**config.mk**
```make
export PLATFORM = sky130hd
export DESIGN_NAME = kwdog
export DESIGN_NICKNAME = d
export VERILOG_FILES = /design/src/rtl/kwdog.sv
export SDC_FILE = /design/constraint.sdc
export NUM_CORES = 1
export LEC_CHECK = 0
export BUFFER_PORTS_ARGS = -buffer_cell sky130_fd_sc_hd__buf_2
export CAP_MARGIN = 0
export CORE_UTILIZATION = 55
export CTS_CLUSTER_SIZE = 10
export DETAILED_ROUTE_END_ITERATION = 6
export PLACE_DENSITY = 0.79
export SLEW_MARGIN = 10
export SYNTH_ARGS = -nofsm -noshare
export SYNTH_HDL_FRONTEND = slang
export SYNTH_SLANG_ARGS = --single-unit
```
**constraint.sdc**
```tcl
create_clock -name clk -period 2.8 [get_ports clk]
set_clock_uncertainty 0.15 [all_clocks]
set_input_delay 0.28 -clock clk [delete_from_list [all_inputs] [get_ports clk]]
set_output_delay 0.28 -clock clk [all_outputs]
set_load 0.03 [all_outputs]
```
**src/rtl/kwdog.sv**
```systemverilog
module kwdog #(
  parameter int          TW       = 8,
  parameter logic [15:0] KEY_ARM  = 16'h5555,
  parameter logic [15:0] KEY_FIRE = 16'hAAAA
) (
  input  logic        clk,
  input  logic        por_n,
  input  logic        rst_n,
  input  logic        tick,
  input  logic        low_power,
  input  logic        wr_en,
  input  logic [3:0]  addr,
  input  logic [15:0] wdata,
  output logic [15:0] rdata,
  output logic        irq_o,
  output logic        rst_int_o,
  output logic        rst_ext_n_o,
  output logic        pd_en_o
);
  localparam int CW = TW + 1;

  logic [TW-1:0] tmo, lead;
  logic [CW-1:0] cnt, cnt_nx, load_val, field_val;
  logic pause, pause_lk, act_ext, srs_n, wda_n, en;
  logic armed, ie, is_, pd_en, trip_int, trip_ext;
  logic tout_st, sw_st;
  logic wr_ctl, wr_svc, wr_icr, wr_msc;
  logic fire, en_rise, run, step, expire, pre_hit, sw_req;
  logic [15:0] ctl_rd, cause_rd, icr_rd;

  assign wr_ctl = wr_en && addr == 4'h0;
  assign wr_svc = wr_en && addr == 4'h2;
  assign wr_icr = wr_en && addr == 4'h6;
  assign wr_msc = wr_en && addr == 4'h8;

  assign field_val = CW'(wdata[8 +: TW]) + CW'(1);
  assign load_val  = CW'(tmo) + CW'(1);
  assign fire      = wr_svc && armed && wdata == KEY_FIRE;
  assign en_rise   = wr_ctl && !en && wdata[2];
  assign run       = en && !(pause && low_power);
  assign step      = run && tick && cnt != '0;
  assign cnt_nx    = cnt - CW'(1);
  assign expire    = step && cnt == CW'(1);
  assign pre_hit   = step && ie && cnt_nx == CW'(lead);
  assign sw_req    = wr_ctl && !wdata[4];

  always_ff @(posedge clk or negedge rst_n)
    if (!rst_n) begin
      tmo <= '0; pause <= 1'b0; pause_lk <= 1'b0; act_ext <= 1'b0;
      srs_n <= 1'b1; wda_n <= 1'b1; en <= 1'b0;
    end else if (wr_ctl) begin
      tmo      <= wdata[8 +: TW];
      act_ext  <= wdata[3];
      srs_n    <= wdata[4];
      wda_n    <= wdata[5];
      en       <= en | wdata[2];
      pause_lk <= 1'b1;
      if (!pause_lk) pause <= wdata[0];
    end

  always_ff @(posedge clk or negedge rst_n)
    if (!rst_n)            cnt <= '0;
    else if (en_rise)      cnt <= field_val;
    else if (fire && en)   cnt <= load_val;
    else if (step)         cnt <= cnt_nx;

  always_ff @(posedge clk or negedge rst_n)
    if (!rst_n)      armed <= 1'b0;
    else if (wr_svc) armed <= !armed && wdata == KEY_ARM;

  always_ff @(posedge clk or negedge rst_n)
    if (!rst_n) begin
      trip_int <= 1'b0; trip_ext <= 1'b0;
    end else begin
      trip_int <= trip_int | (expire && !act_ext) | sw_req;
      trip_ext <= trip_ext | (expire && act_ext);
    end

  always_ff @(posedge clk or negedge por_n)
    if (!por_n) begin
      tout_st <= 1'b0; sw_st <= 1'b0;
    end else if (rst_n) begin
      if (expire)      begin tout_st <= 1'b1; sw_st <= 1'b0; end
      else if (sw_req) begin tout_st <= 1'b0; sw_st <= 1'b1; end
    end

  always_ff @(posedge clk or negedge rst_n)
    if (!rst_n) begin
      ie <= 1'b0; is_ <= 1'b0; lead <= '0; pd_en <= 1'b1;
    end else begin
      if (wr_icr) begin
        ie   <= wdata[15];
        lead <= wdata[TW-1:0];
      end
      is_   <= (is_ & ~(wr_icr & wdata[14])) | pre_hit;
      if (wr_msc) pd_en <= pd_en & wdata[0];
    end

  assign ctl_rd   = (16'(tmo) << 8) | {10'b0, wda_n, srs_n, act_ext, en, 1'b0, pause};
  assign cause_rd = {14'b0, tout_st, sw_st};
  assign icr_rd   = {ie, is_, 6'b0, 8'(lead)};

  always_comb
    case (addr)
      4'h0:    rdata = ctl_rd;
      4'h4:    rdata = cause_rd;
      4'h6:    rdata = icr_rd;
      4'h8:    rdata = {15'b0, pd_en};
      default: rdata = '0;
    endcase

  assign irq_o       = ie & is_;
  assign rst_int_o   = trip_int;
  assign rst_ext_n_o = wda_n & ~trip_ext;
  assign pd_en_o     = pd_en;
endmodule

```
# After elaboration in Yosys (flattened, before gate mapping)
# Index checks and enable logic that the tools add are counted.
op_classes:
  add_sub_neg: 3
  eq_ne: 8
  mux: 8
  bitwise_logic: 14
  n_reduce_logical: 31
op_table:
  columns: ["cell", "n"]
  rows:
  - ["$pmux 16 s4", 1]
  - ["$mux 9", 3]
  - ["$logic_and 1x1->1", 20]
  - ["$add 8x1->9 const B", 2]
  - ["$eq 16x15->1 const B", 1]
  - ["$eq 16x16->1 const B", 1]
  - ["$or 16x6->16", 1]
  - ["$eq 9x1->1 const B", 1]
  - ["$eq 9x8->1", 1]
  - ["$reduce_bool 9->1", 1]
  - ["$sub 9x1->9 const B", 1]
  - ["$eq 4x3->1 const B", 2]
  - ["$and 1x1->1", 5]
  - ["$logic_not 1->1", 5]
  - ["$or 1x1->1", 5]
  - ["$eq 4x2->1 const B", 1]
  - ["$eq 4x4->1 const B", 1]
  - ["$logic_not 4->1", 1]
  - ["$mux 1", 4]
  - ["$reduce_and 2->1", 2]
  - ["$not 1->1", 3]
  - ["$reduce_bool 3->1", 1]
  - ["$reduce_bool 2->1", 1]
totals:
  ff_bits: 39
  input_bits: 26
  output_inout_bits: 20
  elab_cells: 81

# Logic depth before layout (Yosys ltp)
# Gate-level depths: netlist of run 1.
logic_depth:
  depth_word: 9
  mapped_depth: 9
  ltp_nobuf: 8

# Worst setup path before layout of run 1
# No wires, ideal clock.
synth_path:
  kind: "flip-flop to flip-flop"
  from: "reg cnt[0]"
  to: "reg is_"
  setup_ps: 95
  arrival_ps: 1974
  required_ps: 2555
  path_slack_ps: 580
  path_stages_with_launch: 8
  n_path_buf: 0
  path_cell_list: "dfrtp_1 inv_1 ha_1 nand2_1 or3_1 xnor2_1 or4_1 o31ai_1"
synth_between:
  elab_chain_cells: 5
synth_rtl:
  columns: ["item", "line", "source"]
  rows:
  - ["start, declared", "23", "logic [CW-1:0] cnt, cnt_nx, load_val, field_val;"]
  - ["start signal, assigned", "63", "else if (en_rise) cnt <= field_val;"]
  - ["start signal, assigned", "64", "else if (fire && en) cnt <= load_val;"]
  - ["start signal, assigned", "65", "else if (step) cnt <= cnt_nx;"]
  - ["parallel branches: the longest is 3 deep, another holds $sub 9x1->9", null, null]
  - ["$logic_and 1x1->1 (*)", "44", "assign pre_hit = step && ie && cnt_nx == CW'(lead);"]
  - ["$or 1x1->1 (*)", "95", "is_ <= (is_ & ~(wr_icr & wdata[14])) | pre_hit;"]
  - ["end signal, assigned", "95", null]
  - ["end, declared", "25", "logic armed, ie, is_, pd_en, trip_int, trip_ext;"]
# Every way passes the cells marked *.
# A chain may end at the register's enable or synchronous reset.

# Worst setup path in the final report of run 1
# Same ends and word-level chain as after synthesis.

==> results of run 1 <==
-- logic make-up (layout without fill, tap and decap cells) --
group	count (synthesis)	count (layout)	synth area share (%)
AOI/OAI and AO/OA	46	46	11.9
and+or+nand+nor	100	100	24.4
muxes	24	24	10.3
xor gates and xnor gates	26	26	8.90
buffers and inverters	13	67	2.84
DFF	39	39	38.3
adders and majority gates	7	7	3.42
-- final cells by class --
cell class | count | area, um2 | area share, %
inverters | 7 | 26.3 | 0.881
multi-input cells | 203 | 1510 | 50.7
flip-flops and latches | 39 | 980 | 32.8
repair buffers | 52 | 283 | 9.48
well taps | 52 | 65.1 | 2.18
clock buffers | 5 | 68.8 | 2.31
clock inverters | 3 | 47.5 | 1.59
-- synthesized netlist by cell type (2+ instances only) --
cell type | n | area, um2
a21oi_1 | 10 | 50.1
buf_6 | 3 | 33.8
ha_1 | 7 | 87.6
nand4_1 | 4 | 25.0
nand4b_1 | 2 | 17.5
or3_1 | 2 | 12.5
nand3_1 | 12 | 60.1
o22ai_1 | 5 | 31.3
and3_1 | 5 | 31.3
nand2_1 | 21 | 78.8
mux2i_1 | 5 | 50.1
nand3b_1 | 2 | 15.0
dfstp_2 | 3 | 78.8
inv_1 | 7 | 26.3
mux2_2 | 19 | 214
dfrtp_1 | 36 | 901
nor4b_1 | 2 | 17.5
a22o_1 | 8 | 70.1
nor4bb_1 | 2 | 20.0
nor2_1 | 13 | 48.8
nor3_1 | 6 | 30.0
xor2_1 | 11 | 96.3
o211ai_1 | 3 | 22.5
o21ai_0 | 11 | 55.1
nand2b_1 | 2 | 12.5
o221ai_1 | 2 | 17.5
xnor2_1 | 15 | 131
and2_1 | 10 | 62.6
or4_1 | 2 | 15.0
clkbuf_1 | 2 | 7.51
-- path summary, 6_finish.rpt --
path | startpoint | to | slack (ns) | depth (start not counted)
min reg2reg | pd_en_o$_DFFE_PN1P_ | pd_en_o$_DFFE_PN1P_ | 0.31 | 2
max reg2reg | cnt[0]$_DFFE_PN0P_ | is_$_DFF_PN0_ | 0.35 | 7
max in group asynchronous | rst_n | srs_n$_DFFE_PN1P_ | 1.62 | 3
max | cnt[0]$_DFFE_PN0P_ | is_$_DFF_PN0_ | 0.35 | 7
min | wdata[3] | lead[3]$_DFFE_PN0P_ | 0.1 | 2
min in group asynchronous | por_n | tout_st$_DFFE_PN0P_ | 0.14 | 2
-- routing by layer --
metal	wire length, um	vias to the layer above	global-route usage, %
met3	441	8	5.77
met4	77	0	8.00
met2	3030	70	44.3
li1	-	1044	-
met5	0	-	0
met1	2930	1066	39.1
-- worst max-delay path: stages, from the launching register on --
cell and delay, ns:
dfrtp_1 0.45, inv_1 0.15, ha_1 0.28, nand2_1 0.13
or3_1 0.38, xnor2_1 0.14, or4_1 0.47, o31ai_1 0.20
-- stage by stage --
step	instance area, um2	worst slack, ns
floorplan	2560	0.580
global placement	2850	0.495
detailed placement	2850	0.415
CTS	2980	0.375
global route	2980	0.226
finish	2980	0.349
-- power groups by stage --
stage          Combinational, W  Sequential, W  Clock, W
2_1_floorplan          0.000580       0.000887         0
3_3_place_gp           0.000751       0.000925         0
3_5_place_dp           0.000755       0.000930         0
4_1_cts                0.000768       0.000920  0.000499
5_1_grt                0.000855       0.000947  0.000525
6_report               0.000775       0.000928  0.000495
==> metrics.txt, run 1 <==
Worst Path Required between 2 and 3 ns; Syn Inst Count 255; final period demand of the worst path around 2.5 ns; Initial Util 58.0%; CTS tree yes; Pwr Density 737 nW/um2; Tot Pwr 0.00220 W; Crit path arrival time 2.51 ns; Final Instance Count excl. Fillers around 360; most frequent cells in the layout buf_2, dfrtp_1, nand2_1, mux2_2, xnor2_1; Netlist cell types 53; Final Util 67.6%; Synth warnings 0; initial antenna violation count 0; largest register by flop count cnt; commonest non-fill, non-tap cell in the layout buf_2; status finished, final reports clean; sw frac 37.9%; max frequency 408 MHz; H-tree depth 2; drt pass-1 iters 4; die area 4930 um2; Crit. End Element register; Die H 70.2 um; GRT Residual Overflow 0; cell area after synthesis 2560 um2; total global-route track usage 28.1%; clock slew at reported path FFs 0.09 ns; final net count 341; CORE AREA 4410 um2; Post-Syn Nets 288; crit path kind register to register; number of flops mapped to enable cells by yosys 0; fraction of layout cells with a size suffix above 1 29.8%; setup TNS 0 ns; first-pass GRT wire length 10600 um; max_slew headroom between 50% and 60%; # setup viols final 0; Fin Hold WS 0.0963 ns; Critical Path Start Type register; die width 70.2 um; Root Driver clkbuf_8; Routed wire per std cell 18.0 um; CTS max path bufs 2; via count 2188; worst hold path class primary input to register; Post-synth ARST share 100%; # fillers 354; Synth Area per Inst 10.0 um2; cts repair resizes 0; CTS Buf Count 5; Post-Route WL roughly 6500 um; Final HPWL DP about 4700 um; largest net degree at the start of global routing 37; Placed Instances 351; max FFs per register 9; Fin. Hold Viols 0; Final Max Tran Viols 0; number of DRC markers in iteration 0 170; worst-margin pin slew 0.621 ns; clock latency on the worst-skew pair just over 0.3 ns; Combinational Power Share 35.3%; sequential share of power 42.2%; Max Cap Viol 0; antenna violation net count after detailed routing 0; vias per inst 6.06; num ports 46; Peak VDD IR 0.348 mV; n_diodes 0; DRC 0; gp weighted congestion approximately 0.95; sequential-to-total area share from yosys stat 38.3%; biggest regs cnt: 9 flops, lead: 8 flops, tmo: 8 flops; dominant synthesized flop cell dfrtp_1; P_sw 0.000834 W; final period utilization 87.6%; Leak between 1 and 1.5 nW; vias in the first global route 2086; clock sink count 39; CTS Hold Bufs 2; Area Overhead vs Synth 16.6%; Port-buffer cells between 40 and 50; Rows 24; Crit Path Max Fanout 6; postcts setup bufs 0; unrepaired setup endpoints after global routing no; FF+latch count, synth 39; Pint ~0.0014 W; Clk pwr share ~23%
(Power assumes the default switching activity.)
==> run 2, diff against run 1 <==
- CORE_MARGIN: default -> 3
==> run 2 against run 1 <==
Effect of this change:
- final cell count up 0.28%
- via count down 1.5%
- clock power down 20%
- sequential share of layout area rose by 0.18 points
- die area up 12%
- global-route usage decreased by 2.5 points
- sequential cell count unchanged
- largest cell class unchanged
- power fell by 3.6%
- utilization fell by 0.37 points
- non-clock buffer count increased by 1
- sequential power is essentially flat
- critical endpoint unchanged
- combinational power grew 2%
==> metrics.txt, run 2 (synthesized netlist as in run 1, its figures left out) <==
worst-margin pin slew 0.619 ns (-0.00222 ns); gp weighted congestion 1.00 (+5.8%); Critical Path Start Type register; max_slew headroom 58.5% (+0.15 points); Final HPWL DP 4900 um (+3.9%); Area Overhead vs Synth 15.9%; CTS Buf Count 5 (unchanged); # fillers 351 (-0.85%); Register Area 980 um2 (unchanged); clock slew at reported path FFs 0.09 ns (about the same); Worst Path Required 2.86 ns (about the same); pre-CTS setup slack 0.456 ns (+0.0412 ns); final net count 342 (+0.29%); via count 2155 (-1.5%); CORE AREA 4410 um2 (unchanged); largest register by flop count cnt; Crit. End Element register; postcts setup bufs 0 (unchanged); Fin. Hold Viols 0 (unchanged); Crit Path Max Fanout 6 (unchanged); final period demand of the worst path 2.37 ns (-0.0796 ns); DRC 0 (unchanged); worst hold path class primary input to register; Final Max Tran Viols 0 (unchanged); Pwr Density 714 nW/um2 (-3.1%); Root Driver clkbuf_8; first-pass GRT wire length 10500 um (-0.85%); num ports 46 (unchanged); initial antenna violation count 0 (unchanged); max FFs per register 9 (unchanged); drt pass-1 iters 4 (unchanged); area of the multi-input gates 1510 um2 (unchanged); vias per inst 5.95 (-1.8%); crit path kind register to register; total global-route track usage 25.5% (-2.5 points); Initial Util 58.0% (unchanged); Leak 1.38 nW (-0.97%); Max Cap Viol 0 (unchanged); H-tree depth 2 (unchanged); n_diodes 0 (unchanged); die area 5510 um2 (+12%); clock latency on the worst-skew pair 0.30 ns (about the same); Post-Route WL 6460 um (-0.42%); cts repair resizes 0 (unchanged); # setup viols final 0 (unchanged); Peak VDD IR 0.341 mV (-2.0%); status finished, final reports clean; antenna violation net count after detailed routing 0 (unchanged); clock sink count 39 (unchanged); Routed wire per std cell 17.8 um (-0.69%); die width 74.2 um (+5.7%); CTS Hold Bufs 2 (unchanged); Rows 24 (unchanged); vias in the first global route 2079 (-0.34%); GRT Residual Overflow 0 (unchanged); Port-buffer cells 45 (unchanged); CTS tree yes; unrepaired setup endpoints after global routing no; CTS max path bufs 2 (unchanged); commonest non-fill, non-tap cell in the layout buf_2; Fin Hold WS 0.104 ns (+0.00733 ns); Die H 74.2 um (+5.7%); biggest regs cnt: 9 flops, lead: 8 flops, tmo: 8 flops; most frequent cells in the layout buf_2, dfrtp_1, nand2_1, mux2_2, xnor2_1; Tot Pwr 0.00212 W (-3.6%); fraction of layout cells with a size suffix above 1 30.0% (+0.23 points); setup ws final 0.428 ns (+0.0796 ns); largest net degree at the start of global routing 38 (+2.7%); max frequency 422 MHz (+3.4%); number of DRC markers in iteration 0 194 (+14%); setup TNS 0 ns (unchanged); Crit path arrival time 2.43 ns (-0.08 ns); final period utilization 84.7% (-2.8 points)
## run 2: changes by cell type in the layout (fill, tap and decap cells not counted)
| cell | delta |
|---|---|
| bufinv_16 | -1 |
| buf_4 | +1 |
| clkinv_4 | -1 |
| clkinvlp_4 | +2 |
## run 2: where the power goes
part	internal [W]	total, W	switching (W)
Clock	0.000178	0.000398	0.000219
Sequential	0.000723	0.000927	0.000204
Combinational	0.000373	0.000794	0.000421
## run 2: cell type report
class / instances / area share, %
timing repair buffer: 53 / 9.78
clock inverter: 3 / 0.801
sequential: 39 / 33.0
tap: 52 / 2.19
multi-input combinational: 203 / 51.0
inverter: 7 / 0.886
clock buffer: 5 / 2.32
## run 2: worst paths after layout
check                               startpoint             endpoint  slack [ns]  cells after the start
setup / recovery            cnt[0]$_DFFE_PN0P_        is_$_DFF_PN0_        0.43                      7
hold / removal                        wdata[3]  act_ext$_DFFE_PN0P_        0.10                      2
setup reg to reg            cnt[0]$_DFFE_PN0P_        is_$_DFF_PN0_        0.43                      7
hold reg to reg            pd_en_o$_DFFE_PN1P_  pd_en_o$_DFFE_PN1P_        0.32                      2
max in group asynchronous                rst_n  pd_en_o$_DFFE_PN1P_        1.62                      3
min in group asynchronous                por_n    sw_st$_DFFE_PN0P_        0.15                      2
## run 2: per-layer routing
layer / global-route usage (%) / vias to the layer above / share of wire [%]
met3: 5.27 / 5 / 6.5
met5: 0 / - / 0
met1: 35.2 / 1045 / 44
met2: 41.1 / 62 / 48
li1: - / 1043 / -
met4: 6.64 / 0 / 0.87
## run 2: worst max-delay path: stages (launching register included)
cell     delay, ns
dfrtp_1       0.44
inv_1         0.13
ha_1          0.28
nand2_1       0.13
or3_1         0.37
xnor2_1       0.14
or4_1         0.46
o31ai_1       0.19
## run 2: through the flow
stage               instances  cell area (um2)  util, %
floorplan                 255             2560        -
global placement          352             2850     64.7
detailed placement        352             2850     64.7
CTS                       362             2970     67.2
global route              362             2970     67.2
finish                    362             2970     67.2
